File: src/rtl/sc_pkg.sv
package sc_pkg;

  localparam int OPC_W = 6;
  localparam int ALUFN_W = 5;

  localparam logic [OPC_W-1:0] OPC_REG  = 6'b000000;
  localparam logic [OPC_W-1:0] OPC_JMP  = 6'b000010;
  localparam logic [OPC_W-1:0] OPC_BEQ  = 6'b000100;
  localparam logic [OPC_W-1:0] OPC_BNE  = 6'b000101;
  localparam logic [OPC_W-1:0] OPC_ADDI = 6'b001000;
  localparam logic [OPC_W-1:0] OPC_LD   = 6'b100011;
  localparam logic [OPC_W-1:0] OPC_ST   = 6'b101011;

  localparam logic [5:0] FN_ADD = 6'b100000;
  localparam logic [5:0] FN_SUB = 6'b100010;
  localparam logic [5:0] FN_AND = 6'b100100;
  localparam logic [5:0] FN_OR  = 6'b100101;
  localparam logic [5:0] FN_SLT = 6'b101010;

  // ALU code layout: [4] invert-and-carry (subtract), [3:2] result class
  // (00 sum, 01 logic, 10 compare), [1:0] sub-operation within the class.
  localparam logic [ALUFN_W-1:0] ALU_ADD = 5'b00000;
  localparam logic [ALUFN_W-1:0] ALU_SUB = 5'b10000;
  localparam logic [ALUFN_W-1:0] ALU_AND = 5'b00100;
  localparam logic [ALUFN_W-1:0] ALU_OR  = 5'b00101;
  localparam logic [ALUFN_W-1:0] ALU_SLT = 5'b11000;

  typedef struct packed {
    logic                known;
    logic                reg_we;
    logic                dst_rd;
    logic                use_imm;
    logic                ext_signed;
    logic                mem_we;
    logic                mem_to_reg;
    logic                branch;
    logic                branch_ne;
    logic                jump;
    logic [ALUFN_W-1:0]  alu_fn;
  } ctrl_t;

endpackage

File: src/rtl/sc_decode.sv
module sc_decode
  import sc_pkg::*;
(
  input  logic [OPC_W-1:0] opcode,
  input  logic [5:0]       funct,
  output ctrl_t            ctrl
);

  always_comb begin
    ctrl            = '0;
    ctrl.ext_signed = 1'b1;
    ctrl.alu_fn     = ALU_ADD;
    case (opcode)
      OPC_REG: begin
        ctrl.known  = 1'b1;
        ctrl.reg_we = 1'b1;
        ctrl.dst_rd = 1'b1;
        case (funct)
          FN_ADD:  ctrl.alu_fn = ALU_ADD;
          FN_SUB:  ctrl.alu_fn = ALU_SUB;
          FN_AND:  ctrl.alu_fn = ALU_AND;
          FN_OR:   ctrl.alu_fn = ALU_OR;
          FN_SLT:  ctrl.alu_fn = ALU_SLT;
          default: begin
            ctrl.known  = 1'b0;
            ctrl.reg_we = 1'b0;
          end
        endcase
      end
      OPC_ADDI: begin
        ctrl.known   = 1'b1;
        ctrl.reg_we  = 1'b1;
        ctrl.use_imm = 1'b1;
      end
      OPC_LD: begin
        ctrl.known      = 1'b1;
        ctrl.reg_we     = 1'b1;
        ctrl.use_imm    = 1'b1;
        ctrl.mem_to_reg = 1'b1;
      end
      OPC_ST: begin
        ctrl.known   = 1'b1;
        ctrl.use_imm = 1'b1;
        ctrl.mem_we  = 1'b1;
      end
      OPC_BEQ: begin
        ctrl.known  = 1'b1;
        ctrl.branch = 1'b1;
        ctrl.alu_fn = ALU_SUB;
      end
      OPC_BNE: begin
        ctrl.known     = 1'b1;
        ctrl.branch    = 1'b1;
        ctrl.branch_ne = 1'b1;
        ctrl.alu_fn    = ALU_SUB;
      end
      OPC_JMP: begin
        ctrl.known = 1'b1;
        ctrl.jump  = 1'b1;
      end
      default: ctrl.known = 1'b0;
    endcase
  end

endmodule

File: src/rtl/sc_regfile.sv
module sc_regfile #(
  parameter int W    = 32,
  parameter int NREG = 32,
  localparam int AW  = $clog2(NREG)
) (
  input  logic          clk,
  input  logic          rst,
  input  logic [AW-1:0] ra_a,
  output logic [W-1:0]  ra_d,
  input  logic [AW-1:0] rb_a,
  output logic [W-1:0]  rb_d,
  input  logic          we,
  input  logic [AW-1:0] wa,
  input  logic [W-1:0]  wd
);

  logic [W-1:0] regs [NREG];

  for (genvar g = 0; g < NREG; g++) begin : g_entry
    if (g == 0) begin : g_zero
      assign regs[g] = '0;
    end else begin : g_reg
      always_ff @(posedge clk) begin
        if (rst)
          regs[g] <= '0;
        else if (we && wa == AW'(g))
          regs[g] <= wd;
      end
    end
  end

  assign ra_d = regs[ra_a];
  assign rb_d = regs[rb_a];

  AST_ZERO_REG_A: assert property (@(posedge clk) disable iff (rst)
    (ra_a == '0) |-> (ra_d == '0));
  AST_ZERO_REG_B: assert property (@(posedge clk) disable iff (rst)
    (rb_a == '0) |-> (rb_d == '0));

endmodule

File: src/rtl/sc_alu.sv
module sc_alu
  import sc_pkg::*;
#(
  parameter int W = 32
) (
  input  logic [W-1:0]       a,
  input  logic [W-1:0]       b,
  input  logic [ALUFN_W-1:0] fn,
  output logic [W-1:0]       y,
  output logic               zero
);

  logic [W-1:0] b_eff;
  logic [W-1:0] sum;
  logic         lt;

  assign b_eff = fn[4] ? ~b : b;
  assign sum   = a + b_eff + {{(W-1){1'b0}}, fn[4]};
  assign lt    = (a[W-1] != b[W-1]) ? a[W-1] : sum[W-1];

  always_comb begin
    case (fn[3:2])
      2'b00: y = sum;
      2'b01: begin
        case (fn[1:0])
          2'b00:   y = a & b;
          2'b01:   y = a | b;
          default: y = '0;
        endcase
      end
      2'b10:   y = {{(W-1){1'b0}}, lt};
      default: y = '0;
    endcase
  end

  assign zero = (y == '0);

  always_comb begin
    if (fn == ALU_SLT)
      AST_SLT_ONE_BIT: assert (y[W-1:1] == '0);
  end

endmodule

File: src/rtl/sc_nextpc.sv
module sc_nextpc #(
  parameter int W     = 32,
  parameter int IMM_W = 16,
  parameter int JIX_W = 26
) (
  input  logic [W-1:0]     pc,
  input  logic [IMM_W-1:0] imm,
  input  logic [JIX_W-1:0] jidx,
  input  logic             take_br,
  input  logic             jump,
  output logic [W-1:0]     pc_next
);

  localparam int HI_W = W - JIX_W - 2;

  logic [W-1:0] pc_plus4;
  logic [W-1:0] br_off;
  logic [W-1:0] br_tgt;
  logic [W-1:0] j_tgt;

  assign pc_plus4 = pc + W'(4);
  assign br_off   = {{(W-IMM_W-2){imm[IMM_W-1]}}, imm, 2'b00};
  assign br_tgt   = pc_plus4 + br_off;
  assign j_tgt    = {pc_plus4[W-1 -: HI_W], jidx, 2'b00};

  always_comb begin
    if (jump)
      pc_next = j_tgt;
    else if (take_br)
      pc_next = br_tgt;
    else
      pc_next = pc_plus4;
  end

endmodule

File: src/rtl/sc_core.sv
module sc_core
  import sc_pkg::*;
#(
  parameter int          XLEN     = 32,
  parameter int          NREG     = 32,
  parameter logic [31:0] RESET_PC = 32'h0
) (
  input  logic            clk,
  input  logic            rst,
  output logic [XLEN-1:0] fetch_pc,
  input  logic [31:0]     fetch_word,
  output logic            dmem_we,
  output logic [XLEN-1:0] dmem_addr,
  output logic [XLEN-1:0] dmem_wdata,
  input  logic [XLEN-1:0] dmem_rdata
);

  localparam int AW    = $clog2(NREG);
  localparam int IMM_W = 16;
  localparam int JIX_W = 26;

  logic [OPC_W-1:0] opcode;
  logic [5:0]       funct;
  logic [AW-1:0]    rs, rt, rd;
  logic [IMM_W-1:0] imm;
  logic [JIX_W-1:0] jidx;

  assign opcode = fetch_word[31:26];
  assign rs     = fetch_word[21 +: AW];
  assign rt     = fetch_word[16 +: AW];
  assign rd     = fetch_word[11 +: AW];
  assign funct  = fetch_word[5:0];
  assign imm    = fetch_word[IMM_W-1:0];
  assign jidx   = fetch_word[JIX_W-1:0];

  ctrl_t ctrl;

  sc_decode u_dec (
    .opcode (opcode),
    .funct  (funct),
    .ctrl   (ctrl)
  );

  logic [XLEN-1:0] rs_val, rt_val, wb_val, imm_ext, alu_b, alu_y, pc_next;
  logic [AW-1:0]   wr_addr;
  logic            reg_we, alu_zero, take_br;
  logic [XLEN-1:0] pc_q;

  assign imm_ext = ctrl.ext_signed ? {{(XLEN-IMM_W){imm[IMM_W-1]}}, imm}
                                   : {{(XLEN-IMM_W){1'b0}}, imm};
  assign alu_b   = ctrl.use_imm ? imm_ext : rt_val;
  assign wr_addr = ctrl.dst_rd ? rd : rt;
  assign wb_val  = ctrl.mem_to_reg ? dmem_rdata : alu_y;
  assign reg_we  = ctrl.reg_we & ~rst;

  sc_regfile #(.W(XLEN), .NREG(NREG)) u_rf (
    .clk  (clk),
    .rst  (rst),
    .ra_a (rs),
    .ra_d (rs_val),
    .rb_a (rt),
    .rb_d (rt_val),
    .we   (reg_we),
    .wa   (wr_addr),
    .wd   (wb_val)
  );

  sc_alu #(.W(XLEN)) u_alu (
    .a    (rs_val),
    .b    (alu_b),
    .fn   (ctrl.alu_fn),
    .y    (alu_y),
    .zero (alu_zero)
  );

  assign take_br = ctrl.branch & (alu_zero ^ ctrl.branch_ne);

  sc_nextpc #(.W(XLEN), .IMM_W(IMM_W), .JIX_W(JIX_W)) u_npc (
    .pc      (pc_q),
    .imm     (imm),
    .jidx    (jidx),
    .take_br (take_br),
    .jump    (ctrl.jump),
    .pc_next (pc_next)
  );

  always_ff @(posedge clk) begin
    if (rst)
      pc_q <= RESET_PC[XLEN-1:0];
    else
      pc_q <= pc_next;
  end

  assign fetch_pc   = pc_q;
  assign dmem_we    = ctrl.mem_we & ~rst;
  assign dmem_addr  = alu_y;
  assign dmem_wdata = rt_val;

  AST_SEQ_STEP: assert property (@(posedge clk) disable iff (rst)
    (!take_br && !ctrl.jump) |=> (pc_q == $past(pc_q) + XLEN'(4)));
  AST_STORE_NO_WB: assert property (@(posedge clk) disable iff (rst)
    dmem_we |-> !reg_we);
  AST_BRANCH_TGT: assert property (@(posedge clk) disable iff (rst)
    take_br |=> (pc_q == $past(pc_q) + XLEN'(4)
                 + {{(XLEN-IMM_W-2){$past(fetch_word[IMM_W-1])}},
                    $past(fetch_word[IMM_W-1:0]), 2'b00}));
  AST_JUMP_TGT: assert property (@(posedge clk) disable iff (rst)
    ctrl.jump |=> (pc_q[JIX_W+1:0] == {$past(fetch_word[JIX_W-1:0]), 2'b00}));
  AST_UNKNOWN_QUIET: assert property (@(posedge clk) disable iff (rst)
    !ctrl.known |-> (!reg_we && !dmem_we));

endmodule

File: config.mk
export PLATFORM = sky130hd
export DESIGN_NAME = sc_core
export DESIGN_NICKNAME = d
export VERILOG_FILES = /design/src/rtl/sc_pkg.sv /design/src/rtl/sc_decode.sv /design/src/rtl/sc_regfile.sv /design/src/rtl/sc_alu.sv /design/src/rtl/sc_nextpc.sv /design/src/rtl/sc_core.sv
export SDC_FILE = /design/constraint.sdc
export NUM_CORES = 2
export LEC_CHECK = 0
export ABC_CLOCK_PERIOD_IN_PS = 7150
export BUFFER_PORTS_ARGS = -buffer_cell sky130_fd_sc_hd__buf_2
export CELL_PAD_IN_SITES_DETAIL_PLACEMENT = 1
export CELL_PAD_IN_SITES_GLOBAL_PLACEMENT = 1
export CORE_ASPECT_RATIO = 0.9
export CORE_MARGIN = 1
export CORE_UTILIZATION = 43
export CTS_CLUSTER_DIAMETER = 40
export DETAILED_ROUTE_END_ITERATION = 10
export PLACE_DENSITY = 0.77
export SLEW_MARGIN = 20
export SYNTH_ARGS = -nofsm -noshare
export SYNTH_HDL_FRONTEND = slang
export SYNTH_HIERARCHICAL = 1
export SYNTH_SLANG_ARGS = --single-unit
File: constraint.sdc
create_clock -name clk -period 7.15 [get_ports clk]
set_input_delay 0.715 -clock clk [delete_from_list [all_inputs] [get_ports clk]]
set_output_delay 0.715 -clock clk [all_outputs]
set_load 0.01 [all_outputs]
==> impl_metrics.tcl <==
set metrics [dict create \
    start_util_pct 43.6 \
    post_route_cells_drive_above_1_share_pct 16.5 \
    cp-start-kind "input port" \
    drv_cap 0 \
    num_io_pins 163 \
    endpoint "fetch_pc[27]$_SDFF_PP0_" \
    area_delta_synth_final_pct 18.3 \
    path_clk_slew_ns 0.05 \
    skew_ns 0.0356 \
    r2r_slack_ns 0.18 \
    drc 0 \
    core_mm2 0.136 \
    hpwl_um 183000 \
    max_freq_mhz 143 \
    period_minus_slack_ns 7.01 \
    cp_max_fo 21 \
    path_class "input port to register" \
    clockPowerShare_pct 47.0 \
    pwr_density_cell_mw_per_mm2 249 \
    syn_area_mm2 0.0594 \
    htreeDepth 4 \
    cts_hold_buf 0 \
    cts-root-buf "clkbuf_16" \
    vias 62700 \
    final_hold_viol_count 0 \
    finalSetupTns_ns 0 \
    synth_fp_nets 7800 \
    switching_share_pct 32.6 \
    ctsLongestPathBuffers 3 \
    internal_power_mw 11.8 \
    antenna_found_initial 19 \
    cts_made_buffers 159 \
    portBuffers 162 \
    r2r-end "fetch_pc[27]$_SDFF_PP0_" \
    die_width_um 394 \
    drv_slew 0 \
    timing.reg2reg.worst_path_depth 27 \
    finalWorstSetupSlack_ns 0.142 \
    worst_ep_required_time_ns 7.81 \
    slew_headroom_pct 17.7 \
    wl_per_cell_um 28.5 \
    track_usage_pct 38.5 \
    r2r-start "u_rf/regs[769]$_SDFFE_PP0P_" \
    max_slew.worst_pin.slew_ns 1.23 \
    setup_viol 0 \
    power_frac_seq_pct 32.8 \
    die_area_mm2 0.140 \
    synth_warnings 6 \
    cts_tree "yes" \
    p_leak_nw 26.5 \
    netSwitchingPower_mw 5.70 \
    startpoint "fetch_word[16]" \
    worstHoldPathCells 4 \
    cp.arrival_ns 7.67 \
    clk_latency_ns 0.83 \
    first_global_vias 63400 \
    dp_slack_ns -0.812 \
    postSynthCellCount 7661 \
    status "completed" \
    gp_congestion 1.01 \
    dr.pass1.iters 6 \
    wl_um 280000 \
    grt_overflow 0 \
    ir_drop_mv 0.314 \
    p_comb_share_pct 20.2 \
    grt_max_degree 211 \
    fin_nets 7986 \
    synth_area_per_cell_um2 7.75 \
    first_iter_violations 7385 \
    fin_crit_sh_pct 98.0 \
    cts.sinks 1024 \
    antenna_left 0 \
    routed_via_density 6.39 \
    min_path_type "input port to register" \
    die_h_um 355 \
    grt_pass1_wl_um 408000 \
    critPathCaptureType "register" \
    rows 128 \
]
==> registers in the layout, summed over array words and instances (netlist names) <==
register and cells:
fetch_pc 32, u_rf/regs 992
==> per-layer routing <==
| layer | track usage, % | up-vias | routed length [um] |
|---|---|---|---|
| li1 | - | 27000 | - |
| met1 | 50.6 | 31300 | 114000 |
| met2 | 58.9 | 3476 | 122000 |
| met3 | 9.34 | 915 | 30600 |
| met4 | 18.8 | 14 | 13800 |
| met5 | 0 | - | 69 |
==> worst max-delay path, cell delays in order <==
cell,delay (ns)
buf_4,0.22
buf_4,0.25
nor2b_4,0.21
buf_4,0.42
a22oi_1,0.17
a31oi_1,0.24
buf_4,0.20
nand3_1,0.12
mux2_4,0.31
xor2_1,0.16
ha_1,0.33
nand4_1,0.15
o221a_4,0.28
or4b_1,0.58
a31oi_2,0.27
a31oi_1,0.15
xor2_1,0.20
a2111o_1,0.42
or4_1,0.41
nor3_1,0.18
and4bb_2,0.34
xor2_1,0.17
and2_4,0.20
nand2_1,0.12
or3_1,0.40
mux2i_2,0.21
a211oi_2,0.06
nor2b_1,0.16
==> worst min path at each step <==
stage	slack (ns)	from	endpoint
finish	0.33	fetch_word[6]	fetch_pc[8]$_SDFF_PP0_
global route	0.34	fetch_word[6]	fetch_pc[8]$_SDFF_PP0_
CTS	0.30	fetch_word[6]	fetch_pc[8]$_SDFF_PP0_
detailed placement	0.46	u_rf/regs[919]$_SDFFE_PP0P_	u_rf/regs[919]$_SDFFE_PP0P_
global placement	0.45	u_rf/regs[913]$_SDFFE_PP0P_	u_rf/regs[913]$_SDFFE_PP0P_
floorplan	0.44	u_rf/regs[896]$_SDFFE_PP0P_	u_rf/regs[896]$_SDFFE_PP0P_
==> placed cells by master (no fill, tap or decap), types with 18 or more instances in the layout <==
cell / count
clkbuf_16: 159
nor2_1: 91
mux2_4: 44
ha_1: 71
dfxtp_1: 1024
o21a_1: 19
buf_2: 157
clkinv_2: 19
nand2_1: 2227
a22oi_1: 259
clkinvlp_4: 21
buf_12: 46
a31oi_1: 67
inv_1: 50
clkbuf_8: 24
mux2i_1: 776
mux2_2: 78
o21ai_0: 82
inv_6: 18
xnor2_1: 45
xor2_1: 58
a221oi_1: 71
buf_4: 518
nand3_1: 214
nor3_1: 82
mux4_2: 64
nor2b_1: 105
a21oi_1: 1220
==> power by group through the flow <==
| stage | sequential (mW) | clock (mW) | combinational (mW) |
|---|---|---|---|
| final | 5.72 | 8.22 | 3.53 |
| after CTS | 5.72 | 8.27 | 3.36 |
| after detailed placement | 5.84 | 0 | 3.34 |
| after global placement | 5.84 | 0 | 3.30 |
| after global routing | 5.72 | 8.52 | 3.58 |
| after floorplan | 5.84 | 0 | 1.72 |
==> cell type report <==
type,instances,area [um^2]
fillers,16500,65900
multi-input cells,5884,36000
flip-flops and latches,1024,20500
repair buffers,727,5680
clock buffers,198,4370
well taps,1820,2280
clock inverters,100,1240
inverters,51,191
diodes,2,5.00
==> per-stage QoR <==
stage	hold slack (ns)	util (%)	cell area, um^2	instances	total power, mW
CTS	0.295	51.5	70100	9803	17.3
detailed placement	0.460	47.4	64500	9505	9.18
global route	0.335	51.6	70200	9805	17.8
global placement	0.448	47.4	64500	9503	9.15
finish	0.335	51.6	70200	9806	17.5
floorplan	0.442	-	59400	7661	7.57
==> repair_timing <==
action,4_1_cts,5_1_grt
setup endpoints to repair,0,31
setup buffers,0,1
resized for setup,0,19
No activity file was read; power rests on OpenSTA's default activity.
